===== src/rtl/rsr_pkg.sv =====
package rsr_pkg;
  typedef enum logic [2:0] {
    ST_IDLE        = 3'd0,
    ST_REF_PEND    = 3'd1,
    ST_SR_ENTER    = 3'd2,
    ST_SR_ACTIVE   = 3'd3,
    ST_SR_WAIT_CLK = 3'd4,
    ST_SR_EXIT_NOP = 3'd5
  } rsr_state_e;
endpackage


===== src/rtl/rsr_tick_timer.sv =====
module rsr_tick_timer #(
  parameter int unsigned CNT_W = 8
) (
  input  logic             clk,
  input  logic             rst_n,
  input  logic             clear_i,
  input  logic [CNT_W-1:0] limit_i,
  output logic             wrap_o
);
  logic [CNT_W-1:0] cnt_q, cnt_n;

  assign wrap_o = !clear_i && (cnt_q == limit_i - 1'b1);

  always_comb begin
    if (clear_i || wrap_o) cnt_n = '0;
    else                   cnt_n = cnt_q + 1'b1;
  end

  always_ff @(posedge clk or negedge rst_n) begin
    if (!rst_n) cnt_q <= '0;
    else        cnt_q <= cnt_n;
  end

  AST_CLEAR_ZEROES: assert property (@(posedge clk) disable iff (!rst_n)
    clear_i |=> (cnt_q == '0));
endmodule


===== src/rtl/rsr_refresh_debt.sv =====
module rsr_refresh_debt #(
  parameter int unsigned ROWS = 2048,
  parameter int unsigned TRC  = 14
) (
  input  logic clk,
  input  logic rst_n,
  input  logic tick_i,
  input  logic block_i,
  input  logic take_i,
  input  logic flush_i,
  output logic owed_nz_o,
  output logic gap_busy_o
);
  localparam int unsigned OW = $clog2(ROWS + 1);
  localparam int unsigned GW = (TRC > 1) ? $clog2(TRC) : 1;

  logic [OW-1:0] owed_q, owed_n;
  logic [OW:0]   sum;
  logic [GW-1:0] gap_q, gap_n;

  always_comb begin
    sum = {1'b0, owed_q} + {{OW{1'b0}}, tick_i} - {{OW{1'b0}}, take_i};
    if (flush_i)                 owed_n = '0;
    else if (tick_i && block_i)  owed_n = OW'(ROWS);
    else if (sum > (OW+1)'(ROWS)) owed_n = OW'(ROWS);
    else                          owed_n = sum[OW-1:0];
  end

  always_comb begin
    if (take_i)          gap_n = GW'(TRC - 1);
    else if (gap_q != 0) gap_n = gap_q - 1'b1;
    else                 gap_n = gap_q;
  end

  always_ff @(posedge clk or negedge rst_n) begin
    if (!rst_n) begin
      owed_q <= '0;
      gap_q  <= '0;
    end else begin
      owed_q <= owed_n;
      gap_q  <= gap_n;
    end
  end

  assign owed_nz_o  = (owed_q != '0);
  assign gap_busy_o = (gap_q != '0);

  AST_OWED_BOUND: assert property (@(posedge clk) disable iff (!rst_n)
    owed_q <= OW'(ROWS));
  AST_GAP_AFTER_TAKE: assert property (@(posedge clk) disable iff (!rst_n)
    (TRC > 1) && take_i |=> gap_busy_o);
  AST_FLUSH_EMPTY: assert property (@(posedge clk) disable iff (!rst_n)
    flush_i |=> !owed_nz_o);
endmodule


===== src/rtl/rsr_fsm.sv =====
module rsr_fsm
  import rsr_pkg::*;
(
  input  logic       clk,
  input  logic       rst_n,
  input  logic       owed_nz_i,
  input  logic       gap_busy_i,
  input  logic       sr_req_i,
  input  logic       clk_stable_i,
  input  logic       ack_i,
  input  logic       win_done_i,
  output rsr_state_e state_o
);
  rsr_state_e st_q, st_n;

  always_comb begin
    st_n = st_q;
    unique case (st_q)
      ST_IDLE: begin
        if (owed_nz_i && !gap_busy_i) st_n = ST_REF_PEND;
        else if (sr_req_i)            st_n = ST_SR_ENTER;
      end
      ST_REF_PEND:    if (ack_i)         st_n = ST_IDLE;
      ST_SR_ENTER:                       st_n = ST_SR_ACTIVE;
      ST_SR_ACTIVE:   if (!sr_req_i)     st_n = ST_SR_WAIT_CLK;
      ST_SR_WAIT_CLK: if (clk_stable_i)  st_n = ST_SR_EXIT_NOP;
      ST_SR_EXIT_NOP: if (win_done_i)    st_n = ST_IDLE;
      default:                           st_n = ST_IDLE;
    endcase
  end

  always_ff @(posedge clk or negedge rst_n) begin
    if (!rst_n) st_q <= ST_IDLE;
    else        st_q <= st_n;
  end

  assign state_o = st_q;

  AST_REQ_HOLD: assert property (@(posedge clk) disable iff (!rst_n)
    (st_q == ST_REF_PEND) && !ack_i |=> (st_q == ST_REF_PEND));
  AST_SR_FROM_IDLE: assert property (@(posedge clk) disable iff (!rst_n)
    (st_q == ST_SR_ENTER) |-> ($past(st_q) == ST_IDLE) && $past(sr_req_i));
  AST_ENTER_ONE_CYCLE: assert property (@(posedge clk) disable iff (!rst_n)
    (st_q == ST_SR_ENTER) |=> (st_q == ST_SR_ACTIVE));
endmodule


===== src/rtl/refresh_sr_ctrl.sv =====
module refresh_sr_ctrl
  import rsr_pkg::*;
#(
  parameter int unsigned ROWS         = 2048,
  parameter int unsigned INTERVAL_CYC = 3120,
  parameter int unsigned PERIOD_CYC   = 6400000,
  parameter int unsigned TRC_CYC      = 14,
  parameter int unsigned TSRX_CYC     = 20
) (
  input  logic       clk,
  input  logic       rst_n,
  input  logic       block_mode_i,
  input  logic       ref_ack_i,
  input  logic       sr_req_i,
  input  logic       clk_stable_i,
  output logic       ref_req_o,
  output logic       sr_cmd_o,
  output logic       cke_o,
  output logic       nop_only_o,
  output logic [2:0] state_o
);
  localparam int unsigned MAX_A = (PERIOD_CYC > INTERVAL_CYC) ? PERIOD_CYC : INTERVAL_CYC;
  localparam int unsigned MAX_C = (MAX_A > TSRX_CYC) ? MAX_A : TSRX_CYC;
  localparam int unsigned CNT_W = $clog2(MAX_C + 1);

  rsr_state_e       st;
  logic [CNT_W-1:0] limit;
  logic             asleep, wrap, tick, take, flush, owed_nz, gap_busy;

  assign asleep = (st == ST_SR_ENTER) || (st == ST_SR_ACTIVE) || (st == ST_SR_WAIT_CLK);
  assign tick   = wrap && ((st == ST_IDLE) || (st == ST_REF_PEND));
  assign flush  = wrap && (st == ST_SR_EXIT_NOP);
  assign take   = (st == ST_REF_PEND) && ref_ack_i;

  always_comb begin
    if (st == ST_SR_EXIT_NOP) limit = CNT_W'(TSRX_CYC);
    else if (block_mode_i)    limit = CNT_W'(PERIOD_CYC);
    else                      limit = CNT_W'(INTERVAL_CYC);
  end

  rsr_tick_timer #(.CNT_W(CNT_W)) u_timer (
    .clk(clk), .rst_n(rst_n), .clear_i(asleep), .limit_i(limit), .wrap_o(wrap)
  );

  rsr_refresh_debt #(.ROWS(ROWS), .TRC(TRC_CYC)) u_debt (
    .clk(clk), .rst_n(rst_n), .tick_i(tick), .block_i(block_mode_i),
    .take_i(take), .flush_i(flush), .owed_nz_o(owed_nz), .gap_busy_o(gap_busy)
  );

  rsr_fsm u_fsm (
    .clk(clk), .rst_n(rst_n), .owed_nz_i(owed_nz), .gap_busy_i(gap_busy),
    .sr_req_i(sr_req_i), .clk_stable_i(clk_stable_i), .ack_i(ref_ack_i),
    .win_done_i(flush), .state_o(st)
  );

  assign ref_req_o  = (st == ST_REF_PEND);
  assign sr_cmd_o   = (st == ST_SR_ENTER);
  assign cke_o      = !asleep;
  assign nop_only_o = asleep || (st == ST_SR_EXIT_NOP);
  assign state_o    = st;

  AST_CKE_NEEDS_STABLE: assert property (@(posedge clk) disable iff (!rst_n)
    $rose(cke_o) |-> $past(clk_stable_i));
  AST_NOP_AFTER_WAKE: assert property (@(posedge clk) disable iff (!rst_n)
    $rose(cke_o) |-> nop_only_o && (st == ST_SR_EXIT_NOP));
  AST_NO_REQ_ASLEEP: assert property (@(posedge clk) disable iff (!rst_n)
    nop_only_o |-> !ref_req_o);
endmodule


===== config.mk =====
export PLATFORM = sky130hd
export DESIGN_NAME = refresh_sr_ctrl
export DESIGN_NICKNAME = d
export VERILOG_FILES = /design/src/rtl/rsr_pkg.sv /design/src/rtl/rsr_tick_timer.sv /design/src/rtl/rsr_refresh_debt.sv /design/src/rtl/rsr_fsm.sv /design/src/rtl/refresh_sr_ctrl.sv
export SDC_FILE = /design/constraint.sdc
export NUM_CORES = 1
export LEC_CHECK = 0
export ABC_AREA = 1
export BUFFER_PORTS_ARGS = -buffer_cell sky130_fd_sc_hd__buf_2
export CAP_MARGIN = 20
export CELL_PAD_IN_SITES_DETAIL_PLACEMENT = 0
export CELL_PAD_IN_SITES_GLOBAL_PLACEMENT = 1
export CORE_MARGIN = 2
export CORE_UTILIZATION = 30
export CTS_CLUSTER_SIZE = 25
export DETAILED_ROUTE_END_ITERATION = 7
export PLACE_DENSITY = 0.59
export SYNTH_ARGS = -nofsm -noshare
export SYNTH_HDL_FRONTEND = slang
export SYNTH_SLANG_ARGS = --single-unit

===== constraint.sdc =====
create_clock -name clk -period 2.9 [get_ports clk]
set_clock_uncertainty 0.2 [all_clocks]
set_input_delay 0.435 -clock clk [delete_from_list [all_inputs] [get_ports clk]]
set_output_delay 0.435 -clock clk [all_outputs]
set_load 0.1 [all_outputs]

[After elaboration in Yosys (flattened, before gate mapping)]
Cells that the tools add are included.
Word-level totals
  bits in registers: 42
  input port bits: 6
  output and inout bits: 7
  logic and storage cells: 54
Operators by class
  add/sub/neg operators: 5
  magnitude comparators: 1
  eq/ne operators: 11
  muxes and demuxes: 15
  reduce and logical (&&, ||, !) cells: 18
Operator list (count)
  $mux 23: 3
  $mux 12: 3
  $add 23x1->23 const B: 1
  $eq 23x23->1: 1
  $sub 23x1->23 const B: 1
  $mux 3: 6
  $pmux 3 s6: 1
  $add 12x1->13: 1
  $gt 13x12->1 const B: 1
  $sub 13x1->13: 1
  $reduce_bool 12->1: 1
  $mux 4: 2
  $ne 2x2->1 const B: 4
  $eq 3x2->1 const B: 2
  $eq 3x3->1 const B: 2
  $logic_and 1x1->1: 6
  $logic_or 1x1->1: 5
  $reduce_and 5->1: 1
  $reduce_bool 4->1: 1
  $sub 4x1->4 const B: 1
  $eq 3x1->1 const B: 1
  $logic_not 3->1: 1
  $ne 3x2->1 const B: 1
  $logic_not 1->1: 2
  $reduce_bool 2->1: 1

[Depth between registers and ports, before layout]
  word-level depth: 12
  depth in mapped cells: 25
  depth with buffers taken out: 24

[Hierarchy]
From an unflattened synthesis, not the netlist that was laid out.
Second synthesis, totals
  cells, all modules: 617
  area, all modules: 4176.5 um^2
By module, submodules not included
  rsr_tick_timer: instances 1, cells each 333, area each 2249.7 um^2, sequential area each 575.6 um^2
  rsr_refresh_debt: instances 1, cells each 218, area each 1534.0 um^2, sequential area each 400.4 um^2
  rsr_fsm: instances 1, cells each 41, area each 270.3 um^2, sequential area each 75.1 um^2
  refresh_sr_ctrl: instances 1, cells each 25, area each 122.6 um^2, sequential area each 0.0 um^2

[Worst setup path after synthesis]
No wires, ideal clock.
  path type: register to register
  start point: register u_fsm.st_q[0], in the netlist u_fsm.state_o[0]
  end point: register u_debt.owed_q[10]
  library setup time: 0.071 ns
  arrival: 4.674 ns
  path slack: -2.046 ns
  cell stages (with the launch flop): 21
  path buffers: 1
  cells stage by stage: dfrtp_1 > nand2_1 > nor2_1 > nand2_1 > inv_1 > ha_1 > inv_1 > ha_1 > fa_1 > inv_1 > nand2_1 > nor2_1 > nand3_1 > nor2_1 > nand2_1 > nor2_1 > nand3_1 > nand2_1 > nand3_2 > buf_6 > nor2_1
RTL lines
  from (decl): line rsr_fsm.sv:14  | rsr_state_e st_q, st_n;
  from (signal assigned): line rsr_fsm.sv:34  | else st_q <= st_n;
  $eq 3x1->1 *
  net ref_req_o: line refresh_sr_ctrl.sv:16  | output logic ref_req_o,
  $logic_or 1x1->1: line refresh_sr_ctrl.sv:31  | assign tick = wrap && ((st == ST_IDLE) || (st == ST_REF_PEND));
  $logic_and 1x1->1: line refresh_sr_ctrl.sv:31
  $add 12x1->13: line rsr_refresh_debt.sv:22  | sum = {1'b0, owed_q} + {{OW{1'b0}}, tick_i} - {{OW{1'b0}}, take_i};
  $sub 13x1->13: line rsr_refresh_debt.sv:22
  $gt 13x12->1: line rsr_refresh_debt.sv:25  | else if (sum > (OW+1)'(ROWS)) owed_n = OW'(ROWS);
  $mux 12: line rsr_refresh_debt.sv:25
  $mux 12 *: line rsr_refresh_debt.sv:24  | else if (tick_i && block_i) owed_n = OW'(ROWS);
  $mux 12 *: line rsr_refresh_debt.sv:23  | if (flush_i) owed_n = '0;
  net u_debt.owed_n[10]: line rsr_refresh_debt.sv:17  | logic [OW-1:0] owed_q, owed_n;
  to (signal assigned): line rsr_refresh_debt.sv:40  | owed_q <= owed_n;
  to (decl): line rsr_refresh_debt.sv:17
The timed path passes the listed nets; every way through them passes the cells marked *.
A chain may end at the register's enable or synchronous reset.

[Worst setup path after layout]
  start point: register u_fsm.st_q[1], in the netlist u_fsm.state_o[1]
  end point: register u_debt.owed_q[1]
Between the ends
  longest elaborated chain between the ends: 12
RTL lines
  $eq 3x3->1 / $eq 3x2->1 (equally long branches): line refresh_sr_ctrl.sv:32, refresh_sr_ctrl.sv:36, refresh_sr_ctrl.sv:30
  $mux 23 / $logic_or 1x1->1 (equally long branches): line refresh_sr_ctrl.sv:36, refresh_sr_ctrl.sv:30
  $sub 23x1->23 / $logic_or 1x1->1 (equally long branches): line rsr_tick_timer.sv:12, refresh_sr_ctrl.sv:30
  $eq 23x23->1 / $logic_not 1->1 (equally long branches): line rsr_tick_timer.sv:12  | assign wrap_o = !clear_i && (cnt_q == limit_i - 1'b1);
  $logic_and 1x1->1: line rsr_tick_timer.sv:12
  $logic_and 1x1->1: line refresh_sr_ctrl.sv:31
  $add 12x1->13: line rsr_refresh_debt.sv:22
  $sub 13x1->13: line rsr_refresh_debt.sv:22
  $gt 13x12->1: line rsr_refresh_debt.sv:25
  $mux 12: line rsr_refresh_debt.sv:25
  $mux 12: line rsr_refresh_debt.sv:24
  $mux 12 *: line rsr_refresh_debt.sv:23
  net u_debt.owed_n[1]: line rsr_refresh_debt.sv:17
Marked as above.

==> metrics.cfg <==
[outcome]
status = complete, but fails checks
violations = setup timing

[drt]
dr.first_iter.drc_count = 106
drt-total-wl_um = 9075
vias = 3248
routed_via_density = 4.499
drt_pass1_iterations = 4
drc = 0
detail_route.wl_per_cell_um = 12.57
antenna_left = 0

[run]
drv_cap = 0

[place]
hpwl_um = 7305
numPlacedInstances = 704
preCtsSetupSlack_ps = -429.9
placed_area_um2 = 4001
port_buffers = 12
gp_congestion = 0.7939

[floorplanning]
dieArea_um2 = 11710
die_x_um = 108.2
die_h_um = 108.2
rows = 38
core_um2 = 10700
design.portCount = 13
start_util_pct = 30.47

[yosys]
synth_nets = 517
yosysSeqAreaShare_pct = 32.25
synthTopCellsByArea = dfrtp_1, nand2_1, inv_1
synth.most_common_cell = nand2_1
synth.avg_cell_area_um2 = 6.665
synthesis.yosys.warnings = 0
synth_common_cells = nand2_1, inv_1, nor2_1
async_reset_ff_share_pct = 100.0
synth_area_leader_cell = dfrtp_1
ys_ff_latch = 42
synth_ff_type = dfrtp_1
synth_top_area_share_pct = 32.25
synth-edff-count = 0
synth_cells = 489
netlist_area_um2 = 3259
synth_cell_types = 33

[clock_tree]
cts_sinks = 42
cts_hold_buf = 0
cts.clk_slew.worst_paths_ps = 80
cts_tree = done
clockBufferDepth = 2
root_buffer = clkbuf_8
h-tree-depth = 2
insertion_delay_ps = 300
cts_made_buffers = 5

[sta]
fmax_mhz = 313.6
finalCritPeriodShare_pct = 109.9
worst_pin_slew_ps = 572.6
hold_viol_final = 0
setup_tns_ps = -3148
rsz0062_at_grt = yes
setup_viol = 12
fin_ws_ps = -288.4
report.final.slew_viol_count = 0
period_needed_ps = 3188
whs_ps = 12.84
max-slew-margin-rel_pct = 61.83

[worst_setup_path]
critPathCaptureType = register
startpoint_type = register
arrival_ps = 3220
crit_path_max_fanout = 6
crit_start = u_fsm.state_o[1]$_DFFE_PN0P_
critPathKind = register to register
r2r_start = u_fsm.state_o[1]$_DFFE_PN0P_
required_ps = 2940

[finish]
syn2layout_area_growth_pct = 30.02
diodes = 0
stdcell_count = 722
final_area_um2 = 4238
n_fill_cell = 1164
layout.nets = 609
final_layout_size_suffix_gt1_share_pct = 22.85
final_util_pct = 39.61

[pwr]
finalPower_mw = 4.148
cellLeakagePower_nw = 2.158
p_per_area_nw_per_um2 = 978.8
irDropWorstVdd_uv = 723.7

[min_path]
min_path_type = primary input to async pin

[global_route]
grtUsageTotal_pct = 16.30
antenna_found_initial = 0
grt_max_degree = 43
overflow = 0
grt_pass1_wl_um = 15050
grt_pass1_vias = 3192

[critical path: stages (launching register included)]
cell and delay [ps]:
dfrtp_4 490, inv_4 70, nand3_4 110, buf_6 150, o21ai_2 40, nand2_1 60, inv_1 60, nand3_2 70
nor2_2 130, nand3_2 90, inv_2 80, ha_4 130, fa_1 390, inv_1 80, nand2_1 50, nor2_1 110
nand3_1 90, nor2_1 100, nand2_1 60, nor2_1 90, nand3_1 100, nand2_2 130, nand3_4 130, nor2_4 120
[worst paths after layout]
path | depth (start not counted) | end | slack [ps]
setup reg to reg | 23 | u_debt.owed_q[1]$_DFF_PN0_ | -290
hold reg to reg | 2 | u_debt.gap_q[0]$_DFFE_PN0P_ | 300
setup / recovery | 23 | u_debt.owed_q[1]$_DFF_PN0_ | -290
hold / removal | 2 | u_debt.gap_q[2]$_DFFE_PN0P_ | 10
max in group asynchronous | 2 | u_fsm.state_o[1]$_DFFE_PN0P_ | 2060
min in group clk | 3 | u_fsm.state_o[1]$_DFFE_PN0P_ | 300
[where the power goes]
part,switching [mW],internal [mW]
sequential,0.0809,0.723
combinational,1.90,1.06
clock,0.220,0.170
total,2.20,1.95
[cell families after synthesis]
family | Yosys count | synth area share [%]
AND/OR/NAND/NOR | 284 | 37.31
buffers and inverters | 89 | 11.67
flip-flops | 42 | 32.25
AO/OA/AOI/OAI | 40 | 6.872
adder cells (fa/ha/maj) | 22 | 8.676
XOR/XNOR | 12 | 3.225
[per-layer routing]
layer  track usage [%]  routed length (um)  up-vias
li1                  -                   -     1719
met3             2.230                 250       10
met1             21.74                4472     1485
met2             28.08                4232       34
met5                 0                   0        -
met4             3.571                 119        0
[cells in the final DEF, fill, tap and decap left out, types with 3 or more instances in the layout]
cell,Yosys,routed
nand2_1,127,120
dfrtp_1,42,39
nand3_4,0,3
xor2_1,9,9
buf_2,0,12
nand2_2,1,6
o21bai_1,3,3
inv_1,82,80
nand4_1,11,11
nor3_1,14,14
buf_4,1,76
nand3_1,35,33
xnor2_1,3,3
nor2_2,2,7
nor2_1,81,74
nor4_1,3,3
o21ai_0,13,12
ha_1,21,20
a21oi_1,18,17
clkbuf_8,0,5
nand3_2,4,4
[cell type report]
cell class,instances,area (um2),share of cell area [%]
clock inverter,2,13.76,0.3248
multi-input combinational,359,1949,46.00
inverter,83,314.1,7.411
tap,140,175.2,4.133
clock buffer,6,72.57,1.712
sequential,42,1060,25.01
timing repair buffer,90,653.1,15.41
[sequential cells by signal, summed over array words and instances, names as in the netlist]
register,cells
u_fsm.state_o,3
u_debt.gap_q,4
u_timer.cnt_q,23
u_debt.owed_q,12
[repair_timing]
action / in CTS / in global routing
endpoints found under the setup margin: 12 / 12
cloned: 1 / 0
pin swaps: 1 / 2
gates resized for setup: 11 / 9
buffers inserted: 8 / 1
No activity file was read; power rests on OpenSTA's default activity.
